## config.mk

```make
export PLATFORM = sky130hd
export DESIGN_NAME = rxctl_regfile
export DESIGN_NICKNAME = d
export VERILOG_FILES = /design/src/rtl/rxctl_pkg.sv /design/src/rtl/rxctl_wr_chan.sv /design/src/rtl/rxctl_rd_chan.sv /design/src/rtl/rxctl_sync.sv /design/src/rtl/rxctl_regs.sv /design/src/rtl/rxctl_regfile.sv
export SDC_FILE = /design/constraint.sdc
export NUM_CORES = 1
export LEC_CHECK = 0
export BUFFER_PORTS_ARGS = -buffer_cell sky130_fd_sc_hd__buf_4
export CAP_MARGIN = 10
export CORE_MARGIN = 1.5
export CORE_UTILIZATION = 45
export DETAILED_ROUTE_END_ITERATION = 10
export PLACE_DENSITY = 0.9
export SYNTH_ARGS = -nofsm -noshare
export SYNTH_HDL_FRONTEND = slang
export SYNTH_SLANG_ARGS = --single-unit
```

## constraint.sdc

```tcl
create_clock -name aclk -period 2.4 [get_ports aclk]
set_input_delay 0.36 -clock aclk [delete_from_list [all_inputs] [get_ports aclk]]
set_output_delay 0.36 -clock aclk [all_outputs]
set_load 0.1 [all_outputs]
```

## src/rtl/rxctl_pkg.sv

```systemverilog
package rxctl_pkg;

  localparam int DEC_W = 7;
  localparam int WORD_LSB = 2;
  localparam int IDX_W = DEC_W - WORD_LSB;

  localparam logic [IDX_W-1:0] IDX_CTRL  = 5'd0;
  localparam logic [IDX_W-1:0] IDX_LANES = 5'd1;
  localparam logic [IDX_W-1:0] IDX_CFG   = 5'd2;
  localparam logic [IDX_W-1:0] IDX_STAT  = 5'd4;

  localparam logic [1:0] RESP_OKAY = 2'b00;

  typedef enum logic [2:0] {
    SEL_CTRL,
    SEL_LANES,
    SEL_CFG,
    SEL_STAT,
    SEL_NONE
  } reg_sel_e;

  function automatic reg_sel_e decode_word(input logic [IDX_W-1:0] idx);
    reg_sel_e s;
    case (idx)
      IDX_CTRL:  s = SEL_CTRL;
      IDX_LANES: s = SEL_LANES;
      IDX_CFG:   s = SEL_CFG;
      IDX_STAT:  s = SEL_STAT;
      default:   s = SEL_NONE;
    endcase
    return s;
  endfunction

  function automatic logic writable(input reg_sel_e s, input logic held);
    return (s == SEL_CTRL) || (s == SEL_LANES) || ((s == SEL_CFG) && !held);
  endfunction

endpackage

```

## src/rtl/rxctl_wr_chan.sv

```systemverilog
module rxctl_wr_chan #(
  parameter int ADDR_W = 32,
  parameter int DATA_W = 32
) (
  input  logic              clk,
  input  logic              rst_n,
  input  logic [ADDR_W-1:0] awaddr,
  input  logic              awvalid,
  output logic              awready,
  input  logic [DATA_W-1:0] wdata,
  input  logic              wvalid,
  output logic              wready,
  output logic              bvalid,
  input  logic              bready,
  output logic              wr_fire,
  output logic [rxctl_pkg::DEC_W-1:0] wr_addr,
  output logic [DATA_W-1:0] wr_data
);
  import rxctl_pkg::*;

  logic              aw_got, w_got, bvalid_q;
  logic [DEC_W-1:0]  aw_q;
  logic [DATA_W-1:0] w_q;

  assign awready = !aw_got && !bvalid_q;
  assign wready  = !w_got && !bvalid_q;
  assign wr_fire = aw_got && w_got;
  assign wr_addr = aw_q;
  assign wr_data = w_q;
  assign bvalid  = bvalid_q;

  always_ff @(posedge clk or negedge rst_n) begin
    if (!rst_n) begin
      aw_got   <= 1'b0;
      w_got    <= 1'b0;
      bvalid_q <= 1'b0;
      aw_q     <= '0;
      w_q      <= '0;
    end else begin
      if (awvalid && awready) begin
        aw_got <= 1'b1;
        aw_q   <= awaddr[DEC_W-1:0];
      end
      if (wvalid && wready) begin
        w_got <= 1'b1;
        w_q   <= wdata;
      end
      if (wr_fire) begin
        aw_got   <= 1'b0;
        w_got    <= 1'b0;
        bvalid_q <= 1'b1;
      end else if (bvalid_q && bready) begin
        bvalid_q <= 1'b0;
      end
    end
  end
endmodule

```

## src/rtl/rxctl_rd_chan.sv

```systemverilog
module rxctl_rd_chan #(
  parameter int ADDR_W = 32,
  parameter int DATA_W = 32
) (
  input  logic              clk,
  input  logic              rst_n,
  input  logic [ADDR_W-1:0] araddr,
  input  logic              arvalid,
  output logic              arready,
  output logic [DATA_W-1:0] rdata,
  output logic              rvalid,
  input  logic              rready,
  output logic              rd_fire,
  output logic [rxctl_pkg::DEC_W-1:0] rd_addr,
  input  logic [DATA_W-1:0] rd_word
);
  import rxctl_pkg::*;

  logic              rvalid_q;
  logic [DATA_W-1:0] rdata_q;

  assign arready = !rvalid_q;
  assign rd_fire = arvalid && arready;
  assign rd_addr = araddr[DEC_W-1:0];
  assign rvalid  = rvalid_q;
  assign rdata   = rdata_q;

  always_ff @(posedge clk or negedge rst_n) begin
    if (!rst_n) begin
      rvalid_q <= 1'b0;
      rdata_q  <= '0;
    end else if (rd_fire) begin
      rvalid_q <= 1'b1;
      rdata_q  <= rd_word;
    end else if (rvalid_q && rready) begin
      rvalid_q <= 1'b0;
    end
  end
endmodule

```

## src/rtl/rxctl_sync.sv

```systemverilog
module rxctl_sync #(
  parameter int WIDTH  = 2,
  parameter int STAGES = 2
) (
  input  logic             clk,
  input  logic             rst_n,
  input  logic [WIDTH-1:0] d_async,
  output logic [WIDTH-1:0] q_sync
);
  for (genvar b = 0; b < WIDTH; b++) begin : g_bit
    logic [STAGES-1:0] chain;
    always_ff @(posedge clk or negedge rst_n) begin
      if (!rst_n) chain <= '0;
      else        chain <= {chain[STAGES-2:0], d_async[b]};
    end
    assign q_sync[b] = chain[STAGES-1];
  end
endmodule

```

## src/rtl/rxctl_regs.sv

```systemverilog
module rxctl_regs #(
  parameter int DATA_W   = 32,
  parameter int LANE_W   = 2,
  parameter int LANE_RST = 3,
  parameter int CFG_W    = 16,
  parameter int CFG_RST  = 'h00FF,
  parameter int N_STAT   = 2
) (
  input  logic                        clk,
  input  logic                        rst_n,
  input  logic                        wr_fire,
  input  logic [rxctl_pkg::DEC_W-1:0] wr_addr,
  input  logic [DATA_W-1:0]           wr_data,
  input  logic [rxctl_pkg::DEC_W-1:0] rd_addr,
  output logic [DATA_W-1:0]           rd_word,
  input  logic [N_STAT-1:0]           stat_sync,
  output logic                        run_q,
  output logic                        hold_q,
  output logic [LANE_W-1:0]           lanes_q,
  output logic [CFG_W-1:0]            cfg_q,
  output rxctl_pkg::reg_sel_e         wr_sel
);
  import rxctl_pkg::*;

  localparam logic [LANE_W-1:0] LANE_DEF = LANE_W'(LANE_RST);
  localparam logic [CFG_W-1:0]  CFG_DEF  = CFG_W'(CFG_RST);

  reg_sel_e rd_sel;
  logic     wr_ok;

  assign wr_sel = decode_word(wr_addr[DEC_W-1:WORD_LSB]);
  assign rd_sel = decode_word(rd_addr[DEC_W-1:WORD_LSB]);
  assign wr_ok  = wr_fire && writable(wr_sel, hold_q);

  always_ff @(posedge clk or negedge rst_n) begin
    if (!rst_n) begin
      run_q   <= 1'b1;
      hold_q  <= 1'b0;
      lanes_q <= LANE_DEF;
    end else if (wr_ok) begin
      if (wr_sel == SEL_CTRL) begin
        run_q  <= wr_data[0];
        hold_q <= wr_data[1];
      end
      if (wr_sel == SEL_LANES) lanes_q <= wr_data[LANE_W-1:0];
    end
  end

  always_ff @(posedge clk or negedge rst_n) begin
    if (!rst_n)                            cfg_q <= CFG_DEF;
    else if (hold_q)                       cfg_q <= CFG_DEF;
    else if (wr_ok && wr_sel == SEL_CFG)   cfg_q <= wr_data[CFG_W-1:0];
  end

  always_comb begin
    rd_word = '0;
    case (rd_sel)
      SEL_CTRL:  rd_word = {{(DATA_W-2){1'b0}}, hold_q, run_q};
      SEL_LANES: rd_word = {{(DATA_W-LANE_W){1'b0}}, lanes_q};
      SEL_CFG:   rd_word = {{(DATA_W-CFG_W){1'b0}}, cfg_q};
      SEL_STAT:  rd_word = {{(DATA_W-N_STAT){1'b0}}, stat_sync};
      default:   rd_word = '0;
    endcase
  end
endmodule

```

## src/rtl/rxctl_regfile.sv

```systemverilog
module rxctl_regfile #(
  parameter int ADDR_W   = 32,
  parameter int DATA_W   = 32,
  parameter int LANE_W   = 2,
  parameter int LANE_RST = 3,
  parameter int CFG_W    = 16,
  parameter int CFG_RST  = 'h00FF,
  parameter int SYNC_N   = 2
) (
  input  logic                aclk,
  input  logic                aresetn,
  input  logic [ADDR_W-1:0]   s_awaddr,
  input  logic                s_awvalid,
  output logic                s_awready,
  input  logic [DATA_W-1:0]   s_wdata,
  input  logic [DATA_W/8-1:0] s_wstrb,
  input  logic                s_wvalid,
  output logic                s_wready,
  output logic [1:0]          s_bresp,
  output logic                s_bvalid,
  input  logic                s_bready,
  input  logic [ADDR_W-1:0]   s_araddr,
  input  logic                s_arvalid,
  output logic                s_arready,
  output logic [DATA_W-1:0]   s_rdata,
  output logic [1:0]          s_rresp,
  output logic                s_rvalid,
  input  logic                s_rready,
  input  logic                lbuf_full_async,
  input  logic                spkt_full_async,
  output logic                core_en,
  output logic                soft_rst,
  output logic                lane_shutdown,
  output logic [LANE_W-1:0]   active_lanes,
  output logic [CFG_W-1:0]    cfg_word
);
  import rxctl_pkg::*;

  localparam int N_STAT = 2;

  // Named internal events, observed by the bound checker.
  logic                wr_fire, rd_fire;
  logic [DEC_W-1:0]    wr_addr, rd_addr;
  logic [DATA_W-1:0]   wr_data, rd_word;
  logic [N_STAT-1:0]   stat_sync;
  logic                run_q, hold_q;
  reg_sel_e            wr_sel;

  rxctl_wr_chan #(.ADDR_W(ADDR_W), .DATA_W(DATA_W)) u_wr (
    .clk(aclk), .rst_n(aresetn),
    .awaddr(s_awaddr), .awvalid(s_awvalid), .awready(s_awready),
    .wdata(s_wdata), .wvalid(s_wvalid), .wready(s_wready),
    .bvalid(s_bvalid), .bready(s_bready),
    .wr_fire(wr_fire), .wr_addr(wr_addr), .wr_data(wr_data)
  );

  rxctl_rd_chan #(.ADDR_W(ADDR_W), .DATA_W(DATA_W)) u_rd (
    .clk(aclk), .rst_n(aresetn),
    .araddr(s_araddr), .arvalid(s_arvalid), .arready(s_arready),
    .rdata(s_rdata), .rvalid(s_rvalid), .rready(s_rready),
    .rd_fire(rd_fire), .rd_addr(rd_addr), .rd_word(rd_word)
  );

  rxctl_sync #(.WIDTH(N_STAT), .STAGES(SYNC_N)) u_sync (
    .clk(aclk), .rst_n(aresetn),
    .d_async({spkt_full_async, lbuf_full_async}),
    .q_sync(stat_sync)
  );

  rxctl_regs #(
    .DATA_W(DATA_W), .LANE_W(LANE_W), .LANE_RST(LANE_RST),
    .CFG_W(CFG_W), .CFG_RST(CFG_RST), .N_STAT(N_STAT)
  ) u_regs (
    .clk(aclk), .rst_n(aresetn),
    .wr_fire(wr_fire), .wr_addr(wr_addr), .wr_data(wr_data),
    .rd_addr(rd_addr), .rd_word(rd_word),
    .stat_sync(stat_sync),
    .run_q(run_q), .hold_q(hold_q), .lanes_q(active_lanes), .cfg_q(cfg_word),
    .wr_sel(wr_sel)
  );

  assign s_bresp       = RESP_OKAY;
  assign s_rresp       = RESP_OKAY;
  assign core_en       = run_q;
  assign soft_rst      = hold_q;
  assign lane_shutdown = !run_q;
endmodule

```

==> key figures, run 1 <==
Timing
  • Fin. Hold Viols: 0
  • Final worst path period share: 0.683
  • Min cycle time layout: between 1.5 and 2 ns
  • Slew @ Worst Pin: 0.787 ns
  • # setup viols final: 0
  • Slew Viols, Final: 0
  • RSZ-0062 raised after global routing: false
  • Setup TNS Final: 0 ns
  • Achievable Freq: 610 MHz
  • WHS: roughly 0.08 ns
  • Clock Skew: just under 0.006 ns
  • Slew HR: 0.475

Global routing
  • All-Layer GR Usage: 0.177
  • Largest net degree at the start of global routing: 66
  • Wire length of the first global-routing pass: roughly 9500 um
  • Initial antenna violation count: 0
  • Vias in the first global route: 1900
  • Remaining Overflow, GRT: 0

Detailed routing
  • Detailed Route WL: around 5700 um
  • Routed Antenna Nets: 0
  • Router iterations before antenna repair: 4
  • Iteration-0 DRC Markers: 84
  • Drt drc: 0
  • Wirelength per Cell: between 10 and 15 um
  • Met1 wire length: about 2600 um
  • Routed length on met3: ~360 um
  • Top Metal Used: met4
  • Vias after detailed routing: roughly 1900
  • Vias per cell: ~5
  • Met2 routed WL: ~2600 um

CTS
  • Post-CTS Resized: 0
  • Clock tree from TritonCTS: yes
  • Number of buffers inserted by hold repair at cts: 0
  • CTS root buf: clkbuf_8
  • Number of buffers created by CTS: 9
  • Clock Sinks: 65
  • Worst-path clk slew: 0.08 ns
  • Clock Tree Buf Depth: 2
  • H-tree levels: 3
  • Clk_lat worst skew: between 0.3 and 0.4 ns
  • Post-CTS setup buffers: 0

Synth
  • Mean Syn Cell Area: 13.0 um^2
  • Top-area cell type share of the netlist area: 0.469
  • Syn Inst Count: ~220
  • Area contributors post-synth: dfrtp_1 47%, dfstp_2 10%, mux2_2 9.8%
  • Cell taking the most area after synthesis: dfrtp_1
  • Synth Register Bits: 65
  • Netlist cell types: 32
  • Post-Synthesis Cell Area: 0.00288 mm^2
  • Synth Warn #: 0
  • Sequential fraction of the synthesis area: 0.569

Setup path
  • Worst-path fanout max: 3
  • Reg-to-reg slack, setup: approximately 0.76 ns
  • WS Path Type: flop to flop
  • Worst path bufs/invs: 0
  • Max incr delay on CP: roughly 0.47 ns
  • Startpoint types: flop
  • Worst Path Arrival: 1.91 ns
  • Crit end category: flop
  • Worst path required time: around 2.7 ns
  • Crit path cell chain: nand4bb_2 -> nor4b_1 -> mux2_2
  • Slowest cell on the critical path: nor4b_1
  • Family with the most delay on the worst path: simple AND/OR/NAND/NOR gates

Final layout
  • Fillers: ~510
  • Commonest non-fill, non-tap cell in the layout: buf_4
  • Final net count: between 400 and 500
  • Register area: about 0.0016 mm^2
  • Commonest cells after routing, fill and taps aside: 80 x buf_4, 53 x dfrtp_1, 25 x mux2_2
  • Multi-input logic area: 0.00110 mm^2
  • Antenna diode count: 0
  • Ratio of cells with drive above 1 in the final layout: 0.467
  • Area Growth Syn to Fin: 26.9%

Floorplan
  • Num ports: roughly 170
  • Die ar.: 0.00690 mm^2
  • Chip width: ~83 um
  • Core footprint: just over 0.006 mm^2
  • Site Rows: 28
  • Starting Density: 0.476
  • DIE HEIGHT: around 83 um

Place
  • PortBufs: 76
  • Routability cong.: between 0.8 and 0.9
  • Dpl hpwl: between 4000 and 5000 um

Power
  • Leak: roughly 1.7 nW
  • Pwr dens: about 1200 mW/mm^2
  • Peak supply drop: 1.04 mV

Run status
  • Status: finished clean

Run
  • Max cap viols: 0

Hold path
  • Hold Crit Class: input pin to asynchronous set/reset pin
==> metal layers <==
| metal | vias to the layer above | global-route usage |
|---|---|---|
| li1 | 886 | - |
| met1 | 923 | 0.229 |
| met2 | 77 | 0.266 |
| met3 | 13 | 0.0636 |
| met4 | 0 | 0.0788 |
| met5 | - | 0 |
==> synth_stat cells <==
library cell / n
dfrtp_1: 54
mux2_2: 25
buf_4: 22
nor2_1: 18
nand2b_1: 17
mux2i_1: 16
a22o_1: 14
dfstp_2: 11
clkbuf_1: 5
inv_1: 5
and3b_1: 4
o21ai_0: 4
a21oi_1: 2
a22oi_1: 2
a2bb2oi_1: 2
and2_1: 2
buf_2: 2
buf_6: 2
mux2_4: 2
a21o_2: 1
conb_1: 1
maj3_1: 1
nand2_1: 1
nand4bb_2: 1
nor3_1: 1
nor4_1: 1
nor4b_1: 1
nor4b_2: 1
nor4b_4: 1
o21bai_1: 1
or4_4: 1
or4b_2: 1
==> logic make-up after synthesis <==
| kind of cell | share of synthesized area |
|---|---|
| buffers and inverters | 0.0816 |
| flip-flops | 0.569 |
| AND/OR/NAND/NOR | 0.111 |
| AO/OA/AOI/OAI | 0.0699 |
| multiplexers | 0.164 |
| other | 0.00130 |
| adder cells (fa/ha/maj) | 0.00347 |
==> final timing paths <==
kind | start | to | cells after the start
setup / recovery | u_wr.wr_addr[4] | u_regs.lanes_q[1] | 3
max in group asynchronous | aresetn | u_wr.bvalid | 1
setup reg to reg | u_wr.wr_addr[4] | u_regs.lanes_q[1] | 3
hold reg to reg | u_sync.g_bit[1].chain[0] | u_sync.g_bit[1].chain[1] | 0
hold / removal | aresetn | u_wr.wr_addr[4] | 1
min in group aclk | spkt_full_async | u_sync.g_bit[1].chain[0] | 1
==> through the flow <==
step           area, um^2  cells  setup WS [ns]  power [mW]  utilization
2_1_floorplan        2970    241          0.215        3.00            -
3_3_place_gp         3460    365          0.646        3.29        0.571
3_5_place_dp         3460    365          0.597        3.35        0.571
4_1_cts              3660    381          0.732        4.30        0.604
5_1_grt              3660    381          0.589        4.46        0.604
6_report             3660    381          0.761        4.26        0.604
==> flip-flops by register name (all words and copies together) (netlist names) <==
signal	cells
u_rd.rdata	16
u_sync.g_bit.chain	4
u_wr.aw_got	1
u_rd.rvalid	1
u_wr.wr_data	16
u_regs.run_q	1
u_regs.hold_q	1
u_regs.cfg_q	16
u_wr.w_got	1
u_wr.bvalid	1
u_regs.lanes_q	2
u_wr.wr_addr	5
==> power by group <==
group          total [mW]  leakage, nW  internal [mW]  switching, mW
registers            1.63        0.804           1.39          0.241
clock network       0.936       0.0925          0.487          0.448
logic                1.69        0.829          0.536           1.16
total                4.26         1.73           2.41           1.85
==> layout make-up <==
class,instances,area share
inverters,5,0.00513
well taps,75,0.0256
flip-flops and latches,65,0.448
clock inverters,7,0.0215
clock buffers,9,0.0338
multi-input cells,140,0.301
repair buffers,80,0.164
Power figures use the tool's default switching activity.
==> run 2: changes to the inputs <==
--- a/config.mk
+++ b/config.mk
@@ -8,9 +8,9 @@
 export BUFFER_PORTS_ARGS = -buffer_cell sky130_fd_sc_hd__buf_4
 export CAP_MARGIN = 10
 export CORE_MARGIN = 1.5
-export CORE_UTILIZATION = 45
+export CORE_UTILIZATION = 43
 export DETAILED_ROUTE_END_ITERATION = 10
-export PLACE_DENSITY = 0.9
+export PLACE_DENSITY = 0.87
 export SYNTH_ARGS = -nofsm -noshare
 export SYNTH_HDL_FRONTEND = slang
 export SYNTH_SLANG_ARGS = --single-unit
==> constraint.sdc (replaced) <==
create_clock -name aclk -period 1.7 [get_ports aclk]
set_input_delay 0.255 -clock aclk [delete_from_list [all_inputs] [get_ports aclk]]
set_output_delay 0.255 -clock aclk [all_outputs]
set_load 0.1 [all_outputs]
==> run 2 against run 1 <==
  * The run now ends with DRC, hold timing left
  * Combinational power up 47%
  * Via count shrank 1.1%
  * Total power up 50%
==> key figures, run 2 (synthesis gave the netlist of run 1 again) <==
Run status
  • Status: finished, violations left
  • Failing checks: DRC, hold timing

CTS
  • Post-CTS Resized: 0
  • Clock Sinks: 65
  • CTS root buf: clkbuf_8
  • Clk_lat worst skew: roughly 0.33 ns
  • H-tree levels: 3
  • Number of buffers created by CTS: 9
  • Number of buffers inserted by hold repair at cts: 0
  • Post-CTS setup buffers: 0
  • Clock Tree Buf Depth: 2
  • Clock tree from TritonCTS: yes
  • Worst-path clk slew: approximately 0.070 ns

Place
  • Dpl cell area: about 0.0035 mm^2
  • Dpl hpwl: approximately 4200 um
  • Routability cong.: 0.867
  • PortBufs: 76

Setup path
  • Worst path required time: 1.91 ns
  • Crit end category: flop
  • Worst R2R Path Depth: 3
  • Origin of the critical flop-to-flop path: u_wr.wr_addr[4]
  • Critical R2R Capture: u_regs.hold_q
  • Reg-to-reg slack, setup: around 0.14 ns
  • Worst Path Arrival: around 1.8 ns
  • Startpoint types: flop
  • WS Path Type: flop to flop
  • Worst-path fanout max: 3

Timing
  • Slew @ Worst Pin: about 0.79 ns
  • Slew Viols, Final: 0
  • Achievable Freq: roughly 640 MHz
  • RSZ-0062 raised after global routing: false
  • Clock Skew: 0.00797 ns
  • Slew HR: 0.471
  • WHS: -0.00491 ns
  • Final worst path period share: 0.918
  • # setup viols final: 0
  • Fin. Hold Viols: 2
  • Min cycle time layout: about 1.6 ns

Detailed routing
  • Detailed Route WL: slightly below 6000 um
  • Router iterations before antenna repair: 9
  • Vias per cell: approximately 4.9
  • Drt drc: 7
  • Wirelength per Cell: 15.1 um
  • Routed Antenna Nets: 0
  • Vias after detailed routing: ~1900
  • Iteration-0 DRC Markers: between 100 and 150

Power
  • Gate power share: 0.392
  • Pwr dens: 1690 mW/mm^2
  • Flop pwr share: 0.361
  • Peak supply drop: between 1.5 and 2 mV
  • Clk network pwr share: 0.247
  • Total power: about 6.4 mW
  • Sw Pwr: about 2.6 mW
  • Switching share of power: 0.402
  • Leak: approximately 1.8 nW
  • Internal: 3.81 mW

Run
  • Max cap viols: 0

Global routing
  • Wire length of the first global-routing pass: 9400 um
  • All-Layer GR Usage: 0.170
  • Initial antenna violation count: 0
  • Remaining Overflow, GRT: 0
  • Largest net degree at the start of global routing: between 60 and 70
  • Vias in the first global route: approximately 1900

Final layout
  • Area Growth Syn to Fin: 31.0%
  • Commonest cells after routing, fill and taps aside: 81 x buf_4, 52 x dfrtp_1, 21 x mux2_2
  • Commonest non-fill, non-tap cell in the layout: buf_4
  • Non-Filler Cell Area, Final: ~0.0038 mm^2
  • Ratio of cells with drive above 1 in the final layout: 0.482
  • Util after Layout: 0.588
  • Final net count: a little over 400
  • Antenna diode count: 0

Hold path
  • Hold Crit Class: input pin to asynchronous set/reset pin

Floorplan
  • Die ar.: 0.00721 mm^2
  • Chip width: around 85 um
  • Core footprint: around 0.0064 mm^2
  • DIE HEIGHT: between 80 and 90 um
  • Starting Density: 0.449
  • Num ports: between 150 and 200
  • Site Rows: 29
[run 2: layout make-up]
| type | count | area, um^2 |
|---|---|---|
| clock buffers | 10 | 138 |
| repair buffers | 83 | 648 |
| well taps | 77 | 96.3 |
| multi-input cells | 140 | 1120 |
| fillers | 515 | 2640 |
| inverters | 5 | 22.5 |
| clock inverters | 6 | 105 |
| flip-flops and latches | 65 | 1650 |
[run 2: worst max-delay path by stage]
stage | start | endpoint | slack, ns | cells past startpoint
6_report | u_wr.wr_addr[4] | u_regs.hold_q | 0.14 | 3
5_1_grt | u_wr.wr_addr[4] | u_regs.hold_q | 0.1 | 3
4_1_cts | u_wr.wr_addr[4] | u_regs.hold_q | 0.14 | 3
3_5_place_dp | u_wr.wr_addr[4] | u_regs.hold_q | 0.15 | 3
3_3_place_gp | u_wr.wr_addr[4] | u_regs.hold_q | 0.16 | 3
2_1_floorplan | u_wr.bvalid | u_wr.wr_data[10] | -0.41 | 5
[run 2: power by group through the flow]
stage	clock network, mW	registers, mW	logic (mW)
floorplan	0	2.90	1.42
global placement	0	2.29	2.46
detailed placement	0	2.32	2.51
CTS	1.60	2.30	2.51
global route	1.67	2.34	2.63
finish	1.57	2.30	2.49
[run 2: per-stage QoR]
step                TNS [ns]  hold slack, ns  setup slack [ns]  instances
floorplan              -7.00         -0.0406            -0.408        241
global route               0          0.0167            0.0989        386
CTS                        0          0.0159             0.138        386
detailed placement         0           0.346             0.149        370
global placement           0           0.336             0.162        370
finish                     0        -0.00491             0.139        386
[run 2: worst max-delay path, stage by stage, from the launching register on]
cell       delay (ns)
dfrtp_1          0.37
nand4bb_2        0.30
or4_4            0.47
mux2_4           0.31
[run 2: metal layers]
layer,GRT usage,up-vias,share of wire
met3,0.0311,5,0.038
met1,0.217,926,0.44
li1,-,895,-
met2,0.276,53,0.50
met4,0.0939,0,0.014
met5,0,-,0
